`src/rtl/iox_pkg.sv`:
```
package iox_pkg;
   typedef enum logic [1:0] {
      ST_IDLE  = 2'd0,
      ST_FETCH = 2'd1,
      ST_WAIT  = 2'd2,
      ST_RESP  = 2'd3
   } iox_state_e;

   // entry flag positions used by the checker
   localparam int unsigned FLG_PRESENT = 1;
   localparam int unsigned FLG_WPERMIT = 2;
   localparam int unsigned FLG_CACHE   = 7;
   localparam int unsigned FLG_LOW_W   = 8;
endpackage

```
`src/rtl/iox_addr_gen.sv`:
```
module iox_addr_gen #(
   parameter int unsigned VA_W         = 32,
   parameter int unsigned BASE_W       = 32,
   parameter int unsigned RANGE_W      = 3,
   parameter int unsigned MIN_WIN_LOG2 = 24,
   parameter int unsigned PAGE_SHIFT   = 12,
   parameter int unsigned EA_W         = BASE_W + 4
) (
   input  logic [VA_W-1:0]    vaddr,
   input  logic [BASE_W-1:0]  base,
   input  logic [RANGE_W-1:0] rng,
   output logic [EA_W-1:0]    entry_addr
);
   localparam int unsigned IDX_SHIFT = PAGE_SHIFT - 2;

   logic [VA_W-1:0] keep;
   logic [VA_W-1:0] win_off;
   logic [EA_W-1:0] idx;

   // per-bit window mask: bit kept when below 2^(MIN_WIN_LOG2 + rng)
   for (genvar i = 0; i < VA_W; i++) begin : g_mask
      if (i < MIN_WIN_LOG2) begin : g_fixed
         assign keep[i] = 1'b1;
      end else begin : g_var
         assign keep[i] = (32'(rng) + 32'(MIN_WIN_LOG2)) > 32'(i);
      end
   end

   assign win_off    = vaddr & keep;
   assign idx        = (EA_W'(win_off) >> IDX_SHIFT) & ~EA_W'(3);
   assign entry_addr = (EA_W'(base) << 4) + idx;
endmodule

```
`src/rtl/iox_pte_check.sv`:
```
module iox_pte_check
   import iox_pkg::*;
#(
   parameter int unsigned VA_W       = 32,
   parameter int unsigned PTE_W      = 32,
   parameter int unsigned PAGE_SHIFT = 12,
   parameter int unsigned PA_W       = PTE_W - FLG_LOW_W + PAGE_SHIFT
) (
   input  logic [PTE_W-1:0] pte,
   input  logic [VA_W-1:0]  vaddr,
   input  logic             is_write,
   output logic [PA_W-1:0]  paddr,
   output logic             fault,
   output logic             cacheable,
   output logic [VA_W-1:0]  fault_addr
);
   logic present, wpermit;
   logic unused_flags;

   assign present   = pte[FLG_PRESENT];
   assign wpermit   = pte[FLG_WPERMIT];
   assign cacheable = pte[FLG_CACHE];

   always_comb begin
      fault = 1'b0;
      if (!present)
         fault = 1'b1;
      else if (is_write && !wpermit)
         fault = 1'b1;
   end

   assign paddr      = {pte[PTE_W-1:FLG_LOW_W], vaddr[PAGE_SHIFT-1:0]};
   assign fault_addr = {vaddr[VA_W-1:PAGE_SHIFT], {PAGE_SHIFT{1'b0}}};

   assign unused_flags = ^{pte[6:3], pte[0]};
endmodule

```
`src/rtl/iox_seq.sv`:
```
module iox_seq
   import iox_pkg::*;
(
   input  logic clk,
   input  logic rst_n,
   input  logic req_valid,
   input  logic mem_req_ready,
   input  logic mem_rsp_valid,
   input  logic rsp_ready,
   output logic req_ready,
   output logic mem_req_valid,
   output logic rsp_valid,
   output logic busy,
   output logic accept,
   output logic capture
);
   iox_state_e state_q, state_d;

   assign req_ready     = (state_q == ST_IDLE);
   assign mem_req_valid = (state_q == ST_FETCH);
   assign rsp_valid     = (state_q == ST_RESP);
   assign busy          = (state_q != ST_IDLE);
   assign accept        = req_ready && req_valid;
   assign capture       = (state_q == ST_WAIT) && mem_rsp_valid;

   always_comb begin
      state_d = state_q;
      unique case (state_q)
         ST_IDLE:  if (req_valid)     state_d = ST_FETCH;
         ST_FETCH: if (mem_req_ready) state_d = ST_WAIT;
         ST_WAIT:  if (mem_rsp_valid) state_d = ST_RESP;
         ST_RESP:  if (rsp_ready)     state_d = ST_IDLE;
         default:                     state_d = ST_IDLE;
      endcase
   end

   always_ff @(posedge clk or negedge rst_n) begin
      if (!rst_n) state_q <= ST_IDLE;
      else        state_q <= state_d;
   end


   mem_hold_chk: assert property (@(posedge clk) disable iff (!rst_n)
      mem_req_valid && !mem_req_ready |=> mem_req_valid);

   rsp_hold_chk: assert property (@(posedge clk) disable iff (!rst_n)
      rsp_valid && !rsp_ready |=> rsp_valid);

   single_phase_chk: assert property (@(posedge clk) disable iff (!rst_n)
      $onehot0({req_ready, mem_req_valid, rsp_valid}));

   release_chk: assert property (@(posedge clk) disable iff (!rst_n)
      rsp_valid && rsp_ready |=> !busy);
endmodule

```
`src/rtl/iopte_xlate.sv`:
```
module iopte_xlate
   import iox_pkg::*;
#(
   parameter int unsigned VA_W         = 32,
   parameter int unsigned BASE_W       = 32,
   parameter int unsigned RANGE_W      = 3,
   parameter int unsigned MIN_WIN_LOG2 = 24,
   parameter int unsigned PAGE_SHIFT   = 12,
   parameter int unsigned PTE_W        = 32
) (
   input  logic                clk,
   input  logic                rst_n,
   input  logic                req_valid,
   output logic                req_ready,
   input  logic [VA_W-1:0]     req_vaddr,
   input  logic                req_write,
   input  logic [RANGE_W-1:0]  req_range,
   input  logic [BASE_W-1:0]   req_base,
   output logic                busy,
   output logic                mem_req_valid,
   input  logic                mem_req_ready,
   output logic [BASE_W+3:0]   mem_req_addr,
   input  logic                mem_rsp_valid,
   input  logic [PTE_W-1:0]    mem_rsp_data,
   output logic                rsp_valid,
   input  logic                rsp_ready,
   output logic [PTE_W-FLG_LOW_W+PAGE_SHIFT-1:0] rsp_paddr,
   output logic                rsp_fault,
   output logic                rsp_rd,
   output logic [VA_W-1:0]     rsp_fault_addr,
   output logic                rsp_cacheable
);
   localparam int unsigned EA_W = BASE_W + 4;
   localparam int unsigned PA_W = PTE_W - FLG_LOW_W + PAGE_SHIFT;
   localparam int unsigned MAX_WIN_LOG2 = MIN_WIN_LOG2 + (1 << RANGE_W) - 1;

   // elaboration-time parameter checks
   if (PAGE_SHIFT < 3 || PAGE_SHIFT >= VA_W) begin : g_bad_page
      $error("iopte_xlate: PAGE_SHIFT out of range");
   end
   if (MAX_WIN_LOG2 > VA_W) begin : g_bad_window
      $error("iopte_xlate: largest window exceeds VA_W");
   end
   if (EA_W < VA_W) begin : g_bad_ea
      $error("iopte_xlate: entry address narrower than VA_W");
   end
   if (PTE_W <= FLG_LOW_W) begin : g_bad_pte
      $error("iopte_xlate: PTE_W too small");
   end

   logic                accept, capture;
   logic [VA_W-1:0]     va_q;
   logic                wr_q;
   logic [RANGE_W-1:0]  rng_q;
   logic [BASE_W-1:0]   base_q;
   logic [PTE_W-1:0]    pte_q;
   logic [PA_W-1:0]     paddr_w;
   logic                fault_w, cache_w;
   logic [VA_W-1:0]     faddr_w;

   iox_seq u_seq (
      .clk           (clk),
      .rst_n         (rst_n),
      .req_valid     (req_valid),
      .mem_req_ready (mem_req_ready),
      .mem_rsp_valid (mem_rsp_valid),
      .rsp_ready     (rsp_ready),
      .req_ready     (req_ready),
      .mem_req_valid (mem_req_valid),
      .rsp_valid     (rsp_valid),
      .busy          (busy),
      .accept        (accept),
      .capture       (capture)
   );

   always_ff @(posedge clk or negedge rst_n) begin
      if (!rst_n) begin
         va_q   <= '0;
         wr_q   <= 1'b0;
         rng_q  <= '0;
         base_q <= '0;
         pte_q  <= '0;
      end else begin
         if (accept) begin
            va_q   <= req_vaddr;
            wr_q   <= req_write;
            rng_q  <= req_range;
            base_q <= req_base;
         end
         if (capture)
            pte_q <= mem_rsp_data;
      end
   end

   iox_addr_gen #(
      .VA_W         (VA_W),
      .BASE_W       (BASE_W),
      .RANGE_W      (RANGE_W),
      .MIN_WIN_LOG2 (MIN_WIN_LOG2),
      .PAGE_SHIFT   (PAGE_SHIFT),
      .EA_W         (EA_W)
   ) u_addr (
      .vaddr      (va_q),
      .base       (base_q),
      .rng        (rng_q),
      .entry_addr (mem_req_addr)
   );

   iox_pte_check #(
      .VA_W       (VA_W),
      .PTE_W      (PTE_W),
      .PAGE_SHIFT (PAGE_SHIFT),
      .PA_W       (PA_W)
   ) u_chk (
      .pte        (pte_q),
      .vaddr      (va_q),
      .is_write   (wr_q),
      .paddr      (paddr_w),
      .fault      (fault_w),
      .cacheable  (cache_w),
      .fault_addr (faddr_w)
   );

   assign rsp_paddr      = paddr_w;
   assign rsp_fault      = fault_w;
   assign rsp_rd         = !wr_q;
   assign rsp_fault_addr = faddr_w;
   assign rsp_cacheable  = cache_w;


   mem_addr_stable_chk: assert property (@(posedge clk) disable iff (!rst_n)
      mem_req_valid && !mem_req_ready |=> $stable(mem_req_addr));

   rsp_stable_chk: assert property (@(posedge clk) disable iff (!rst_n)
      rsp_valid && !rsp_ready |=> $stable({rsp_paddr, rsp_fault, rsp_rd, rsp_fault_addr}));

   entry_align_chk: assert property (@(posedge clk) disable iff (!rst_n)
      mem_req_valid |-> mem_req_addr[1:0] == 2'b00);

   busy_rise_chk: assert property (@(posedge clk) disable iff (!rst_n)
      req_valid && req_ready |=> busy && !req_ready);
endmodule

```
`config.mk`:
```
export PLATFORM = sky130hd
export DESIGN_NAME = iopte_xlate
export DESIGN_NICKNAME = d
export VERILOG_FILES = /design/src/rtl/iox_pkg.sv /design/src/rtl/iox_addr_gen.sv /design/src/rtl/iox_pte_check.sv /design/src/rtl/iox_seq.sv /design/src/rtl/iopte_xlate.sv
export SDC_FILE = /design/constraint.sdc
export NUM_CORES = 1
export LEC_CHECK = 0
export BUFFER_PORTS_ARGS = -buffer_cell sky130_fd_sc_hd__buf_4
export CORE_MARGIN = 2
export CORE_UTILIZATION = 53
export CTS_CLUSTER_DIAMETER = 60
export DETAILED_ROUTE_END_ITERATION = 12
export PLACE_DENSITY = 0.95
export SYNTH_ARGS = -nofsm -noshare
export SYNTH_HDL_FRONTEND = slang
export SYNTH_SLANG_ARGS = --single-unit
```
`constraint.sdc`:
```
create_clock -name clk -period 4.3 [get_ports clk]
set_clock_uncertainty 0.15 [all_clocks]
set_input_delay 0.645 -clock clk [delete_from_list [all_inputs] [get_ports clk]]
set_output_delay 0.645 -clock clk [all_outputs]
set_load 0.02 [all_outputs]
```
==> run metrics <==
VDD IR max 0.596 mV; max-cap check violation count 0; post-route minimum period 3.76 ns; most frequent cell after synthesis dfrtp_1; total CTS buffers 9; Clock Latency Late Sink 0.35 ns; post-CTS resize count 0; EDFF count, synth 0; area leader, netlist dfrtp_1; Placeable Area 9770 um2; Initial Utilization 54.4%; ys flop type dfrtp_1; clock buffer depth 2; wl on met1 5020 um; Reg clk slew, reported paths 0.10 ns; WP data arrival 2.96 ns; max-slew violations 0; worst setup margin 0.544 ns; CTS tree yes; highest clock rate 266 MHz; total power 7.00 mW; Overflow after GRT 0; Hold Buf Count CTS 0; area occupied by multi-input gates 2550 um2; Layout Nets 756; Post-CTS Setup Inserts 0; Die W 104 um; WL/cell 17.5 um; share of the yosys chip area belonging to registers 45.6%; CP Max Fanout 7; Slew HR 27.3%; Boundary Pins 217; Sum Neg Setup Slack 0 ns; largest net degree at the start of global routing 61; register bit total from synthesis 97; antenna viol nets, final 0; Placer Congestion 0.855; Area growth syn-to-layout 30.4%; final setup vio count 0; FF/Latch Area 2430 um2; fill count 692; RSZ-0062 raised after global routing no; placed cell areas 6680 um2; die height 104 um; highest layer used for signal routing met4; CP Class flip-flop to output pin; Non-Filler Instances 766; row count 36; Worst-Margin Slew 1.09 ns; met2 WL 7010 um; async set-reset flop share out of synthesis 100%; P per Cell Area 1010 nW/um2; number of cells produced by synthesis 458; Placed Cells 750; vias in the first global route 4474; first-pass GRT wire length 21800 um; layout cell share with drive strength beyond 1 51.0%; Cell Area, Synth 5320 um2; initial antenna violation count 0; ANT cells 0; Critical Path End Type output pin; Post-synth top cells dfrtp_1, mux2_2, buf_4; fin area 6930 um2; min-delay worst type input port to async pin; detailed-route vias per instance 5.42; drt drc 0; synthesized area per cell 11.6 um2; YS warnings 0; gr usage total 25.2%; port bufs 197; post-synthesis cell type count 50; Routed WL 13400 um; Critical Path RT 3.50 ns; fin crit share 87.3%; initial DRC count 183; clk root buf clkbuf_8; CTS sink cnt 97; Fin. Hold Viols 0; critical path startpoint category flip-flop; Die Area 10900 um2; worst slack at placement 0.975 ns; DR vias 4149; met3 WL post-DR 969 um; HPWL Detailed 10400 um; largest cells by area after synthesis dfrtp_1, mux2_2, buf_4, ha_1, xnor2_1; status completed; H-tree depth 3; leakage 3.30 nW; DRT Pass-1 Iters 4; post-synth top area share 45.6%
==> cell families after synthesis <==
| kind of cell | count (synthesis) | synth area share [%] |
|---|---|---|
| AOI/OAI and AO/OA | 68 | 8.56 |
| other | 1 | 0.0705 |
| DFF | 97 | 45.6 |
| adders and majority gates | 22 | 5.32 |
| muxes | 95 | 20.1 |
| xor gates and xnor gates | 27 | 4.45 |
| and+or+nand+nor | 85 | 8.54 |
| buffers and inverters | 63 | 7.29 |
==> where the power goes <==
group          switching [mW]  internal (mW)  total (mW)
combinational            2.47           2.04        4.51
sequential              0.365           1.38        1.75
clock                   0.332          0.405       0.737
total                    3.17           3.83        7.00
==> critical path, stage by stage (launching register included) <==
cell and delay, ns:
dfrtp_1 0.41, ha_1 0.26, fa_1 0.42, a21oi_1 0.23, nor2_1 0.09, o21ai_0 0.24
buf_4 0.19, a21oi_2 0.11, a211oi_1 0.31, xnor2_1 0.17, buf_4 0.17
==> metrics by stage <==
| step | hold WS (ns) | util (%) |
|---|---|---|
| final | 0.189 | 70.9 |
| after global placement | 0.332 | 68.4 |
| after detailed placement | 0.346 | 68.4 |
| after floorplan | 0.199 | - |
| after global routing | 0.241 | 70.9 |
| after CTS | 0.212 | 70.9 |
==> sequential cells by signal (all words and copies together) (netlist names) <==
register       flops
base_q            32
pte_q             27
rng_q              3
u_seq.state_q      2
va_q              32
wr_q               1
==> per-layer routing <==
layer  vias up  global-route usage [%]
li1       1912                       -
met1      2014                    28.1
met2       190                    44.8
met3        33                    7.46
met4         0                    10.9
met5         -                       0
==> final timing paths <==
path	cells after the start	to	startpoint	slack, ns
setup / recovery	10	mem_req_addr[34]	va_q[14]	0.54
hold / removal	1	va_q[3]	rst_n	0.19
setup reg to reg	5	va_q[26]	u_seq.state_q[0]	1.79
hold reg to reg	1	va_q[3]	va_q[3]	0.37
max in group asynchronous	2	pte_q[20]	rst_n	2.82
min in group clk	2	va_q[16]	req_vaddr[16]	0.35
==> cell type report <==
class,count,share of cell area (%)
multi-input combinational,311,36.8
timing repair buffer,200,21.7
clock buffer,10,1.99
sequential,97,35.0
clock inverter,6,1.62
inverter,9,0.487
tap,133,2.40
==> placed cells by master, fill, tap and decap left out, types with 3 or more instances in the layout <==
| master | Yosys | final |
|---|---|---|
| xnor2_1 | 15 | 15 |
| nor2b_1 | 4 | 4 |
| o21ai_0 | 12 | 12 |
| dfrtp_1 | 97 | 97 |
| a211oi_1 | 6 | 6 |
| buf_4 | 40 | 200 |
| clkbuf_8 | 0 | 10 |
| nand3_1 | 9 | 9 |
| nand4_1 | 5 | 5 |
| nor3_1 | 7 | 7 |
| and2_1 | 3 | 3 |
| nand2b_1 | 3 | 3 |
| a21o_1 | 4 | 4 |
| inv_1 | 9 | 9 |
| nor2_1 | 14 | 14 |
| ha_1 | 21 | 21 |
| mux2_2 | 95 | 95 |
| o22ai_1 | 3 | 3 |
| o211ai_1 | 3 | 3 |
| and4_1 | 4 | 4 |
| conb_1 | 1 | 14 |
| nand2_1 | 21 | 20 |
| xor2_1 | 12 | 12 |
| o21a_1 | 3 | 3 |
| and3_1 | 4 | 4 |
| bufinv_16 | 0 | 3 |
| a21oi_1 | 21 | 21 |
Power figures use the tool's default switching activity.
